### src/rtl/ebus_pkg.sv
package ebus_pkg;

    typedef enum logic [2:0] {
        ST_FREE,
        ST_GAP,
        ST_T1,
        ST_T2,
        ST_T3
    } bus_st_e;

endpackage

### src/rtl/ebus_area_dec.sv
module ebus_area_dec #(
    parameter int N_AREA = 8,
    parameter int AREA_W = 3
) (
    input  logic [AREA_W-1:0] addr_hi,
    input  logic [N_AREA-1:0] area_3st,
    output logic [AREA_W-1:0] area,
    output logic              three_st
);

    // the upper address bits name the area directly
    always_comb begin
        area     = addr_hi;
        three_st = area_3st[addr_hi];
    end

endmodule

### src/rtl/ebus_gap_cfg.sv
module ebus_gap_cfg (
    input  logic clk,
    input  logic rst_n,
    input  logic we,
    input  logic rr_d,
    input  logic wr_d,
    output logic rr_en,
    output logic wr_en
);

    // both enables come out of reset set
    always_ff @(posedge clk or negedge rst_n) begin
        if (!rst_n) begin
            rr_en <= 1'b1;
            wr_en <= 1'b1;
        end else if (we) begin
            rr_en <= rr_d;
            wr_en <= wr_d;
        end
    end

endmodule

### src/rtl/ebus_hist.sv
module ebus_hist #(
    parameter int AREA_W = 3
) (
    input  logic              clk,
    input  logic              rst_n,
    input  logic              take,
    input  logic              new_write,
    input  logic [AREA_W-1:0] new_area,
    input  logic              rr_en,
    input  logic              wr_en,
    input  logic              adv_mode,
    output logic              need_gap
);

    logic              seen_q;
    logic              last_wr_q;
    logic [AREA_W-1:0] last_area_q;

    always_ff @(posedge clk or negedge rst_n) begin
        if (!rst_n) begin
            seen_q      <= 1'b0;
            last_wr_q   <= 1'b0;
            last_area_q <= '0;
        end else if (take) begin
            seen_q      <= 1'b1;
            last_wr_q   <= new_write;
            last_area_q <= new_area;
        end
    end

    // only a preceding read can leave a slow driver on the data bus
    always_comb begin
        need_gap = 1'b0;
        if (seen_q && !last_wr_q) begin
            if (new_write)
                need_gap = wr_en;
            else
                need_gap = rr_en && adv_mode && (new_area != last_area_q);
        end
    end

endmodule

### src/rtl/ebus_seq.sv
module ebus_seq #(
    parameter int ADDR_W = 16,
    parameter int DATA_W = 8,
    parameter int N_AREA = 8
) (
    input  logic              clk,
    input  logic              rst_n,
    input  logic              req_valid,
    output logic              req_ready,
    input  logic              req_write,
    input  logic [ADDR_W-1:0] req_addr,
    input  logic [DATA_W-1:0] req_wdata,
    output logic              rsp_valid,
    output logic [DATA_W-1:0] rsp_rdata,
    input  logic              cfg_we,
    input  logic              cfg_rr_gap_d,
    input  logic              cfg_wr_gap_d,
    input  logic              cfg_adv_mode,
    input  logic [N_AREA-1:0] cfg_area_3st,
    output logic [ADDR_W-1:0] bus_addr,
    output logic [N_AREA-1:0] bus_cs_n,
    output logic              bus_rd_n,
    output logic              bus_wr_n,
    output logic [DATA_W-1:0] bus_dout,
    output logic              bus_doe,
    input  logic [DATA_W-1:0] bus_din
);
    import ebus_pkg::*;

    localparam int AREA_W = (N_AREA > 1) ? $clog2(N_AREA) : 1;

    bus_st_e           state;
    bus_st_e           nxt;
    logic [ADDR_W-1:0] cur_addr;
    logic [DATA_W-1:0] cur_wdata;
    logic              cur_write;
    logic              cur_3st;
    logic [AREA_W-1:0] cur_area;
    logic [AREA_W-1:0] req_area;
    logic              req_3st;
    logic              need_gap;
    logic              rr_en;
    logic              wr_en;
    logic              is_final;
    logic              accept;
    logic [N_AREA-1:0] cs_sel;

    ebus_area_dec #(.N_AREA(N_AREA), .AREA_W(AREA_W)) u_dec (
        .addr_hi  (req_addr[ADDR_W-1 -: AREA_W]),
        .area_3st (cfg_area_3st),
        .area     (req_area),
        .three_st (req_3st)
    );

    ebus_gap_cfg u_cfg (
        .clk   (clk),
        .rst_n (rst_n),
        .we    (cfg_we),
        .rr_d  (cfg_rr_gap_d),
        .wr_d  (cfg_wr_gap_d),
        .rr_en (rr_en),
        .wr_en (wr_en)
    );

    ebus_hist #(.AREA_W(AREA_W)) u_hist (
        .clk       (clk),
        .rst_n     (rst_n),
        .take      (accept),
        .new_write (req_write),
        .new_area  (req_area),
        .rr_en     (rr_en),
        .wr_en     (wr_en),
        .adv_mode  (cfg_adv_mode),
        .need_gap  (need_gap)
    );

    generate
        for (genvar g = 0; g < N_AREA; g++) begin : g_cs
            assign cs_sel[g] = (cur_area == AREA_W'(g));
        end
    endgenerate

    assign is_final  = (state == ST_T3) || (state == ST_T2 && !cur_3st);
    assign req_ready = (state == ST_FREE) || is_final;
    assign accept    = req_valid && req_ready;

    // state register
    always_ff @(posedge clk or negedge rst_n) begin
        if (!rst_n)
            state <= ST_FREE;
        else
            state <= nxt;
    end

    // next-state selection
    always_comb begin
        nxt = state;
        unique case (state)
            ST_FREE: if (accept) nxt = need_gap ? ST_GAP : ST_T1;
            ST_GAP:  nxt = ST_T1;
            ST_T1:   nxt = ST_T2;
            ST_T2: begin
                if (cur_3st)
                    nxt = ST_T3;
                else if (accept)
                    nxt = need_gap ? ST_GAP : ST_T1;
                else
                    nxt = ST_FREE;
            end
            ST_T3: begin
                if (accept)
                    nxt = need_gap ? ST_GAP : ST_T1;
                else
                    nxt = ST_FREE;
            end
            default: nxt = ST_FREE;
        endcase
    end

    // request held for the whole cycle
    always_ff @(posedge clk or negedge rst_n) begin
        if (!rst_n) begin
            cur_addr  <= '0;
            cur_wdata <= '0;
            cur_write <= 1'b0;
            cur_3st   <= 1'b0;
            cur_area  <= '0;
        end else if (accept) begin
            cur_addr  <= req_addr;
            cur_wdata <= req_wdata;
            cur_write <= req_write;
            cur_3st   <= req_3st;
            cur_area  <= req_area;
        end
    end

    // read data taken at the close of the final state
    always_ff @(posedge clk or negedge rst_n) begin
        if (!rst_n) begin
            rsp_valid <= 1'b0;
            rsp_rdata <= '0;
        end else begin
            rsp_valid <= is_final && !cur_write;
            if (is_final && !cur_write)
                rsp_rdata <= bus_din;
        end
    end

    // bus pins from the state
    always_comb begin
        bus_addr = cur_addr;
        bus_dout = cur_wdata;
        bus_cs_n = '1;
        bus_rd_n = 1'b1;
        bus_wr_n = 1'b1;
        bus_doe  = 1'b0;
        unique case (state)
            ST_FREE, ST_GAP: begin
            end
            ST_T1: begin
                bus_cs_n = ~cs_sel;
                bus_doe  = cur_write;
            end
            ST_T2, ST_T3: begin
                bus_cs_n = ~cs_sel;
                bus_rd_n = cur_write;
                bus_wr_n = !cur_write;
                bus_doe  = cur_write;
            end
            default: begin
            end
        endcase
    end

endmodule

### config.mk
export PLATFORM = sky130hd
export DESIGN_NAME = ebus_seq
export DESIGN_NICKNAME = d
export VERILOG_FILES = /design/src/rtl/ebus_pkg.sv /design/src/rtl/ebus_area_dec.sv /design/src/rtl/ebus_gap_cfg.sv /design/src/rtl/ebus_hist.sv /design/src/rtl/ebus_seq.sv
export SDC_FILE = /design/constraint.sdc
export NUM_CORES = 1
export LEC_CHECK = 0
export BUFFER_PORTS_ARGS = -buffer_cell sky130_fd_sc_hd__buf_2
export CORE_AREA = 5 5 71 89
export DETAILED_ROUTE_END_ITERATION = 6
export DIE_AREA = 0 0 76 94
export GPL_TIMING_DRIVEN = 1
export PLACE_DENSITY = 0.61
export SYNTH_ARGS = -nofsm -noshare
export SYNTH_HDL_FRONTEND = slang
export SYNTH_SLANG_ARGS = --single-unit
### constraint.sdc
create_clock -name clk -period 2.79 [get_ports clk]
set_input_delay 0.279 -clock clk [delete_from_list [all_inputs] [get_ports clk]]
set_output_delay 0.279 -clock clk [all_outputs]
set_load 0.05 [all_outputs]
==> run summary, run 1 <==
======================================================================================================
Global routing's busiest layer                                                                    met2
Worst setup EP type                                                                         output pin
Area of the multi-input gates                                                                732.0 µm²
Worst-path cell chain                                                                     nor2_1, a21oi_1, nor2b_1, nand3_1, buf_2
Warnings from Yosys                                                                                  0
Actual slew at the worst max-slew pin                                                         900.5 ps
Largest clock skew in the final design                                                        4.178 ps
Register area                                                                                 1028 µm²
Post-CTS setup buffer count                                                                          0
Flops & latches, synth                                                                              41
Number of clock sinks                                                                               41
Max Clk Rate                                                                                 463.6 MHz
Proportion of netlist area held by the largest area contributor                                 54.17%
Final Hold Viols                                                                                     0
Arrival time of the worst setup path                                                           1880 ps
Count of final setup violators                                                                       0
Worst setup margin                                                                            633.2 ps
DP Wirelength                                                                                 3.127 mm
Syn Nets                                                                                           179
Iteration count of the initial detailed-routing pass                                                 4
Count of antenna-violating nets left after detailed routing                                          0
Horiz. Die Dim                                                                                   76 µm
Synth-to-layout area growth                                                                     32.92%
Slowest cell on crit path                                                                 sky130_fd_sc_hd__dfrtp_1
Worst path max stage delay                                                                      460 ps
Max-slew headroom at the worst pin                                                              39.97%
Worst Path Required                                                                            2510 ps
Buffers on Ports                                                                                    92
Global placer's final weighted congestion                                                       0.8484
Hold buffer count at cts                                                                             0
Post-route cell area                                                                          2395 µm²
Maximum count of clock buffers along a single path                                                   2
Yosys top cell by area                                                                    sky130_fd_sc_hd__dfrtp_1
Max Cap Viol                                                                                         0
Largest net degree at the start of global routing                                                   42
Std-Cell Rows                                                                                       30
Met2 Track Usage GR                                                                             21.79%
TritonCTS Buffers                                                                                    5
GRT Total Usage                                                                                 11.72%
Smallest hold slack                                                                           118.9 ps
H-tree depth                                                                                         2
Starting density of the core                                                                    33.57%
Total global routing overflow                                                                        0
Post-synthesis sequential area ratio                                                            57.08%
Unrepaired setup endpoints after global routing                                                     no
Clock latency on the worst-skew pair                                                            280 ps
Hold/Removal Path Class                                                                   input pin to async pin
Clock tree from TritonCTS                                                                          yes
Share of cells above drive strength 1                                                           61.84%
Crit start category                                                                          flip-flop
Slew Limit Fails                                                                                     0
Overall routed net length                                                                     4.089 mm
Initial antenna violation count                                                                      0
Count of mapped cells out of synthesis                                                             131
Result of the run                                                                         finished clean
Height of the die                                                                                94 µm
Buffer cell driving the clock tree root                                                   sky130_fd_sc_hd__clkbuf_8
Global routing met1 resource utilization                                                        12.22%
Shortest clock period the worst path allows after layout                                       2157 ps
Sum Neg Setup Slack                                                                               0 ps
Global-route wire length before repair                                                        6.762 mm
Die Area                                                                                      7144 µm²
Number of distinct library cells after synthesis                                                    26
Vias in the first global route                                                                    1429
Number of cells on the worst reg-to-reg path                                                         4
Vias                                                                                              1354
Final worst path period share                                                                   77.31%
Number of DRC markers after the initial detailed-route iteration                                    28
Top Ports                                                                                           93
Dpl cell area                                                                                 2312 µm²
Mapped Avg Cell Area                                                                         13.75 µm²
Post-detailed-route via-to-cell ratio                                                            4.637
Worst setup path category                                                                 flip-flop to output pin
Per-cell routed wire length                                                                   14.00 µm
Filler Cell Count                                                                                  524
Number of instances resized during post-cts repair                                                   0
Number of remaining DRC errors                                                                       0
Setup slack at placement                                                                      938.2 ps
Clock transition at the register clock pins on the worst setup and hold paths after CTS          80 ps
Ant. Diodes                                                                                          0
Largest fanout of any net on the critical path                                                       8
Met3 routing resource usage after global routing                                                3.359%
Core region area                                                                              5368 µm²
Cell area after technology mapping                                                            1802 µm²
Leading cell types by total area after synthesis                                          sky130_fd_sc_hd__dfrtp_1 54%, sky130_fd_sc_hd__mux2_2 22%, sky130_fd_sc_hd__dfstp_2 2.9%
Final Net Count                                                                                    275
======================================================================================================
==> sequential cells by signal, indices dropped and copies added (netlist names) <==
| register | flops |
|---|---|
| bus_addr | 16 |
| rsp_valid | 1 |
| cur_3st | 1 |
| u_cfg.wr_en | 1 |
| u_hist.seen_q | 1 |
| state | 3 |
| bus_dout | 8 |
| u_cfg.rr_en | 1 |
| u_hist.last_wr_q | 1 |
| rsp_rdata | 8 |
==> cell type report <==
type | count | area share (%)
Inverter | 1 | 0.1567
Sequential cell | 41 | 42.95
Tap cell | 64 | 3.344
Multi-Input combinational cell | 85 | 30.56
Clock inverter | 2 | 0.4180
Timing Repair Buffer | 93 | 19.54
Clock buffer | 6 | 3.030
==> stage by stage <==
stage	util [%]	cells
finish	44.62	292
global route	44.62	292
CTS	44.62	292
detailed placement	43.08	284
global placement	43.08	284
floorplan	-	131
==> worst paths after layout <==
kind	slack (ps)	start	endpoint
worst min register to register	470	u_hist.seen_q	u_hist.seen_q
worst max register to register	960	state[0]	rsp_rdata[5]
worst min-delay path	120	rst_n	rsp_rdata[2]
max in group asynchronous	2110	rst_n	bus_addr[10]
worst max-delay path	630	state[0]	bus_cs_n[7]
min in group clk	220	req_wdata[1]	bus_dout[1]
==> layout by cell type, fill, tap and decap left out, types with 2 or more instances in the layout <==
cell | Yosys | routed
sky130_fd_sc_hd__buf_2 | 0 | 92
sky130_fd_sc_hd__dfrtp_1 | 39 | 39
sky130_fd_sc_hd__mux2_2 | 35 | 35
sky130_fd_sc_hd__nand2_1 | 13 | 13
sky130_fd_sc_hd__nor2b_1 | 5 | 5
sky130_fd_sc_hd__clkbuf_8 | 0 | 5
sky130_fd_sc_hd__nor2_1 | 4 | 4
sky130_fd_sc_hd__o21ai_0 | 4 | 4
sky130_fd_sc_hd__mux2i_1 | 4 | 4
sky130_fd_sc_hd__nand3_1 | 3 | 3
sky130_fd_sc_hd__xor2_1 | 3 | 3
sky130_fd_sc_hd__nand2b_1 | 2 | 2
sky130_fd_sc_hd__clkinv_2 | 0 | 2
sky130_fd_sc_hd__dfstp_2 | 2 | 2
==> layer usage <==
| metal | share of wire [%] | wire length [µm] |
|---|---|---|
| met5 | 0 | 0 |
| met4 | 1.8 | 74 |
| met3 | 5.7 | 234 |
| met2 | 55 | 2266 |
| met1 | 37 | 1513 |
==> kinds of logic (layout without fill, tap and decap cells) <==
kind of cell | Yosys count | in the layout | share of synthesized area [%]
compound gates | 10 | 10 | 4.515
xor+xnor | 4 | 4 | 1.945
buf+inv | 5 | 102 | 2.291
flops | 41 | 41 | 57.08
mux | 40 | 40 | 25.35
simple gates | 31 | 31 | 8.819
==> Yosys cell counts (all sizes together) <==
| cell | instances |
|---|---|
| and3 | 1 |
| xnor2 | 1 |
| and4bb | 1 |
| nand3 | 3 |
| a21oi | 2 |
| dfrtp | 39 |
| and4b | 1 |
| nor2 | 4 |
| nand2 | 13 |
| o22ai | 1 |
| mux4 | 1 |
| o21ai | 5 |
| xor2 | 3 |
| mux2 | 35 |
| or4 | 1 |
| a21o | 1 |
| buf | 4 |
| nand2b | 2 |
| inv | 1 |
| nor2b | 5 |
| mux2i | 4 |
| a32o | 1 |
| dfstp | 2 |
==> critical path, delay by kind of cell (launching register included) <==
kind,cells,cell delay [ps]
compound gates,1,190
buf+inv,1,220
flops,1,460
simple gates,3,720
Power of run 1 is left out: the tool's default activity adds up to more than one toggle a clock period on the data nets, which glitch-free logic cannot reach.
==> run 2, diff against run 1 <==
--- a/config.mk
+++ b/config.mk
@@ -10,7 +10,7 @@
 export DETAILED_ROUTE_END_ITERATION = 6
 export DIE_AREA = 0 0 76 94
 export GPL_TIMING_DRIVEN = 1
-export PLACE_DENSITY = 0.61
+export PLACE_DENSITY = 0.64
 export SYNTH_ARGS = -nofsm -noshare
 export SYNTH_HDL_FRONTEND = slang
 export SYNTH_SLANG_ARGS = --single-unit
==> constraint.sdc (replaced) <==
create_clock -name clk -period 1.9 [get_ports clk]
set_input_delay 0.19 -clock clk [delete_from_list [all_inputs] [get_ports clk]]
set_output_delay 0.19 -clock clk [all_outputs]
set_load 0.05 [all_outputs]
==> run 2 against run 1 <==
Against the previous run: die area is the same; via count grew 1.3%; global-route usage grew 0.095 points; critical path depth is the same; setup slack lost 500 ps; first-iteration DRC count grew 11%; register-to-register slack lost 740 ps; clock-buffer cell count shrank 1; critical endpoint unchanged; cell count grew 1.0%; hold slack gained 6.8 ps; non-clock buffer count grew 3; highest routed layer unchanged; largest cell class unchanged; sequential cell count is the same.
==> run summary, run 2 (synthesis gave the netlist of run 1 again) <==
======================================================================================================
Hold/Removal Path Class                                                                   input pin to flip-flop
Core region area                                                                              5368 µm²   unchanged
Setup slack at placement                                                                      131.7 ps   -806.5 ps
Non-filler cells, final                                                                            295   +1.0%
Height of the die                                                                                94 µm   unchanged
Count of antenna-violating nets left after detailed routing                                          0   unchanged
Final Net Count                                                                                    278   +1.1%
Actual slew at the worst max-slew pin                                                         336.1 ps   -564.4 ps
Clock latency on the worst-skew pair                                                            290 ps   about the same
Sum Neg Setup Slack                                                                               0 ps   unchanged
Max-slew headroom at the worst pin                                                              77.60%   +38 points
Smallest hold slack                                                                           125.6 ps   +6.786 ps
Global-route wire length before repair                                                        6.913 mm   +2.2%
DP Wirelength                                                                                 3.259 mm   +4.2%
Number of DRC markers after the initial detailed-route iteration                                    31   +11%
Max Clk Rate                                                                                 566.3 MHz
Worst setup path category                                                                 flip-flop to output pin
Slew Limit Fails                                                                                     0   unchanged
Ant. Diodes                                                                                          0   unchanged
Leading cell type in the layout, fill and taps excluded                                   sky130_fd_sc_hd__buf_2
Number of clock sinks                                                                               41   unchanged
Overall routed net length                                                                     4.106 mm   +0.42%
Filler Cell Count                                                                                  504   -3.8%
H-tree depth                                                                                         2   unchanged
Crit start category                                                                          flip-flop
Buffers on Ports                                                                                    92   unchanged
Total instance count after detailed placement                                                      286   +0.70%
Arrival time of the worst setup path                                                           1580 ps   -300 ps
Vias in the first global route                                                                    1438   +0.63%
GRT Total Usage                                                                                 11.81%   +0.095 points
Shortest clock period the worst path allows after layout                                       1766 ps
Final worst path period share                                                                   92.94%
Largest clock skew in the final design                                                        6.255 ps   +2.077 ps
Top Ports                                                                                           93   unchanged
Worst setup margin                                                                            134.1 ps   -499.1 ps
Worst Path Required                                                                            1710 ps   -800 ps
Final Hold Viols                                                                                     0   unchanged
Count of final setup violators                                                                       0   unchanged
Starting density of the core                                                                    33.57%   unchanged
Die Area                                                                                      7144 µm²   unchanged
Most used cells in the layout excluding fill and tap cells                                92 x sky130_fd_sc_hd__buf_2, 38 x sky130_fd_sc_hd__dfrtp_1, 35 x sky130_fd_sc_hd__mux2_2
Post-detailed-route via-to-cell ratio                                                            4.647   +0.23%
Iteration count of the initial detailed-routing pass                                                 4   unchanged
TritonCTS Buffers                                                                                    5   unchanged
Result of the run                                                                         finished clean
Total global routing overflow                                                                        0   unchanged
Vias                                                                                              1371   +1.3%
Std-Cell Rows                                                                                       30   unchanged
Largest net degree at the start of global routing                                                   26   -38%
Max Cap Viol                                                                                         0   unchanged
Worst setup EP type                                                                         output pin
Synth-to-layout area growth                                                                     39.17%
Initial antenna violation count                                                                      0   unchanged
Share of cells above drive strength 1                                                           64.94%   +3.1 points
Number of remaining DRC errors                                                                       0   unchanged
Global placer's final weighted congestion                                                       0.7512   -11%
Maximum count of clock buffers along a single path                                                   2   unchanged
Horiz. Die Dim                                                                                   76 µm   unchanged
Clock tree from TritonCTS                                                                          yes
Unrepaired setup endpoints after global routing                                                     no
Buffer cell driving the clock tree root                                                   sky130_fd_sc_hd__clkbuf_8
Largest register FFs                                                                                16   unchanged
Per-cell routed wire length                                                                   13.92 µm   -0.61%
Clock transition at the register clock pins on the worst setup and hold paths after CTS          80 ps   about the same
Post-CTS setup buffer count                                                                          0   unchanged
Largest fanout of any net on the critical path                                                       7   -1
======================================================================================================
-- run 2: cell types whose count changed in the layout (fill, tap and decap cells not counted), moves of 2 or more --
| cell | before | now |
|---|---|---|
| sky130_fd_sc_hd__nor2b_2 | 0 | 2 |
| sky130_fd_sc_hd__clkinv_2 | 2 | 0 |
| sky130_fd_sc_hd__nor2b_1 | 5 | 3 |
| sky130_fd_sc_hd__bufinv_16 | 0 | 2 |
| sky130_fd_sc_hd__nor2_1 | 4 | 2 |
-- run 2: metrics by stage --
stage / utilization (%) / cell area, µm²
after global routing: 46.71 / 2507
after detailed placement: 43.59 / 2340
after CTS: 46.55 / 2499
after floorplan: - / 1802
final: 46.71 / 2507
after global placement: 43.59 / 2340
-- run 2: what timing repair did --
| action | 4_1_cts | 5_1_grt |
|---|---|---|
| endpoints found under the setup margin | 8 | 8 |
| hold buffers | 1 | 0 |
| resized for setup | 4 | 3 |
| hold endpoints to repair | 12 | 0 |
-- run 2: worst paths after layout --
| path | from | to | cells past startpoint | slack [ps] |
|---|---|---|---|---|
| setup / recovery | state[1] | bus_cs_n[7] | 5 | 130 |
| hold / removal | req_wdata[6] | bus_dout[6] | 2 | 130 |
| setup reg to reg | state[0] | bus_addr[10] | 4 | 220 |
| hold reg to reg | u_hist.seen_q | u_hist.seen_q | 1 | 480 |
| max in group asynchronous | rst_n | bus_dout[2] | 3 | 1050 |
| min in group asynchronous | rst_n | rsp_valid | 2 | 330 |
-- run 2: layout make-up --
class	instances	area, µm²	area share, %
clock inverters	3	68.82	2.745
flip-flops and latches	41	1030	41.07
well taps	64	80.08	3.194
clock buffers	5	68.82	2.745
repair buffers	96	505.5	20.16
inverters	1	3.754	0.1497
multi-input cells	85	750.7	29.94
-- run 2: worst max-delay path, stage by stage, from the launching register on --
cell and delay [ps]:
sky130_fd_sc_hd__dfrtp_2 470, sky130_fd_sc_hd__nor2b_2 200, sky130_fd_sc_hd__a21oi_2 190, sky130_fd_sc_hd__nor2b_2 90
sky130_fd_sc_hd__nand3_1 80, sky130_fd_sc_hd__buf_2 260
-- run 2: per-layer routing --
metal | share of wire [%] | up-vias | global-route usage, % | wire length (µm)
met4 | 1.7 | 0 | 4.896 | 70
met5 | 0 | - | 0 | 0
li1 | - | 657 | - | -
met1 | 38 | 668 | 13.23 | 1554
met2 | 55 | 41 | 21.50 | 2256
met3 | 5.5 | 5 | 2.495 | 225
Power of run 2 is left out for the same reason.
==> run 3, diff against run 2 <==
==> constraint.sdc (replaced) <==
create_clock -name clk -period 1.9 [get_ports clk]
set_input_delay 0.38 -clock clk [delete_from_list [all_inputs] [get_ports clk]]
set_output_delay 0.38 -clock clk [all_outputs]
set_load 0.05 [all_outputs]
==> run 3 against run 2 <==
Against the previous run: via count is 4.8% higher; hold slack worse by 79 ps; critical path type unchanged; sequential cell count unchanged; largest cell class unchanged; highest routed layer unchanged; maximum frequency fell by 3.5%; global-route usage is 0.16 points lower; clock skew grew 1.8 ps.
==> run summary, run 3 (synthesis gave the netlist of run 1 again) <==
======================================================================================================
Result of the run                                                                         finished clean
Buffers on Ports                                                                                    92   unchanged
Worst Path Required                                                                            1520 ps   -190 ps
Vias                                                                                              1437   +4.8%
Most frequent cell on the critical path                                                   sky130_fd_sc_hd__nand2_1
Shortest clock period the worst path allows after layout                                       1830 ps   +64.07 ps
Clock transition at the register clock pins on the worst setup and hold paths after CTS          80 ps   about the same
Largest register FFs                                                                                16   unchanged
Horiz. Die Dim                                                                                   76 µm   unchanged
H-tree depth                                                                                         2   unchanged
Post-detailed-route via-to-cell ratio                                                            4.774   +2.7%
Core region area                                                                              5368 µm²   unchanged
Clock latency on the worst-skew pair                                                            280 ps   about the same
Final Net Count                                                                                    284   +2.2%
Worst path max stage delay                                                                      440 ps   -30 ps
Maximum count of clock buffers along a single path                                                   2   unchanged
Ant. Diodes                                                                                          0   unchanged
Final worst path period share                                                                   96.32%   +3.4 points
Actual slew at the worst max-slew pin                                                         483.9 ps   +147.9 ps
GRT Total Usage                                                                                 11.65%   -0.16 points
Dpl cell area                                                                                 2395 µm²   +2.4%
Max Cap Viol                                                                                         0   unchanged
Number of clock sinks                                                                               41   unchanged
Per-cell routed wire length                                                                   14.20 µm   +2.0%
Crit start category                                                                          flip-flop
Worst-path cell chain                                                                     nor2_4, buf_6, nand2_1, nand2_1, nand2_1, buf_4
Largest net degree at the start of global routing                                                   29   +12%
Top Ports                                                                                           93   unchanged
Initial antenna violation count                                                                      0   unchanged
Hold buffer count at cts                                                                             0   -1
Post-route cell area                                                                          2594 µm²   +3.4%
Critical R2R Launch                                                                       bus_addr[15]
Most used cells in the layout excluding fill and tap cells                                81 x sky130_fd_sc_hd__buf_2, 36 x sky130_fd_sc_hd__dfrtp_1, 35 x sky130_fd_sc_hd__mux2_2
Worst setup EP type                                                                         output pin
Vias in the first global route                                                                    1518   +5.6%
Overall routed net length                                                                     4.275 mm   +4.1%
Leading cell type in the layout, fill and taps excluded                                   sky130_fd_sc_hd__buf_2
Slew Limit Fails                                                                                     0   unchanged
Max-slew headroom at the worst pin                                                              67.74%   -9.9 points
Worst setup path category                                                                 flip-flop to output pin
Arrival time of the worst setup path                                                           1450 ps   -130 ps
Final Hold Viols                                                                                     0   unchanged
Clock tree from TritonCTS                                                                          yes
DP Wirelength                                                                                 3.320 mm   +1.9%
Count of final setup violators                                                                       0   unchanged
Buffer cell driving the clock tree root                                                   sky130_fd_sc_hd__clkbuf_8
Starting density of the core                                                                    33.57%   unchanged
TritonCTS Buffers                                                                                    5   unchanged
Total instance count after detailed placement                                                      290   +1.4%
Die Area                                                                                      7144 µm²   unchanged
Height of the die                                                                                94 µm   unchanged
Total global routing overflow                                                                        0   unchanged
Combined buffer and inverter count along the critical path                                           2   +1
Count of antenna-violating nets left after detailed routing                                          0   unchanged
Share of cells above drive strength 1                                                           68.35%   +3.4 points
Global-route wire length before repair                                                        6.734 mm   -2.6%
Hold/Removal Path Class                                                                   input pin to async pin
Iteration count of the initial detailed-routing pass                                                 4   unchanged
Slowest cell on crit path                                                                 sky130_fd_sc_hd__dfrtp_2
Non-filler cells, final                                                                            301   +2.0%
Std-Cell Rows                                                                                       30   unchanged
Number of remaining DRC errors                                                                       0   unchanged
Largest clock skew in the final design                                                        8.021 ps   +1.766 ps
Number of DRC markers after the initial detailed-route iteration                                    31   unchanged
Global placer's final weighted congestion                                                       0.8310   +11%
Max Clk Rate                                                                                 546.4 MHz   -3.5%
Largest fanout of any net on the critical path                                                       4   -3
Category of cells accounting for the largest share of critical-path delay                   flip-flops
Worst setup path start                                                                        state[1]
Synth-to-layout area growth                                                                     43.96%
Filler Cell Count                                                                                  503   -0.20%
======================================================================================================
-- run 3: cell types whose count changed in the layout (fill, tap and decap cells not counted), sizes merged --
cell | previous run | this run
clkinv | 0 | 1
buf | 95 | 102
dlygate4sd3 | 1 | 0
inv | 2 | 1
bufinv | 2 | 1
clkbuf | 5 | 6
-- run 3: layout make-up --
class / instances / area [µm²] / area share, %
clock inverters: 2 / 35.03 / 1.351
well taps: 64 / 80.08 / 3.087
repair buffers: 102 / 599.3 / 23.11
flip-flops and latches: 41 / 1032 / 39.80
multi-input cells: 85 / 770.7 / 29.72
clock buffers: 6 / 72.57 / 2.798
inverters: 1 / 3.754 / 0.1447
-- run 3: repair_timing --
| action | 4_1_cts | 5_1_grt |
|---|---|---|
| hold endpoints to repair | 0 | 0 |
| buffers inserted | 1 | 2 |
| gates resized for setup | 17 | 9 |
| endpoints found under the setup margin | 10 | 11 |
-- run 3: routing by layer --
layer,track usage (%),part of all wire [%]
met1,11.84,37
met2,21.57,55
met3,4.223,6.7
met4,4.303,1.2
met5,0,0
-- run 3: stage by stage --
step           worst slack, ps  util (%)  TNS [ps]  hold WS [ps]
6_report                 70.00     48.32         0         46.62
5_1_grt                 -5.013     48.32    -9.529         77.39
4_1_cts                  15.22     47.58         0         52.48
3_5_place_dp             124.2     44.62         0         367.4
3_3_place_gp             157.0     44.62         0         376.0
2_1_floorplan            9.660         -         0         84.41
-- run 3: path summary, 6_finish.rpt --
check                      slack, ps  cells past startpoint             to
max                               70                      6       bus_wr_n
min                               50                      1   rsp_rdata[3]
max reg2reg                      180                      4       state[0]
min reg2reg                      470                      1  u_hist.seen_q
max in group asynchronous       1370                      2    bus_dout[0]
min in group clk                 320                      2   bus_addr[10]
Power of run 3 is left out for the same reason.
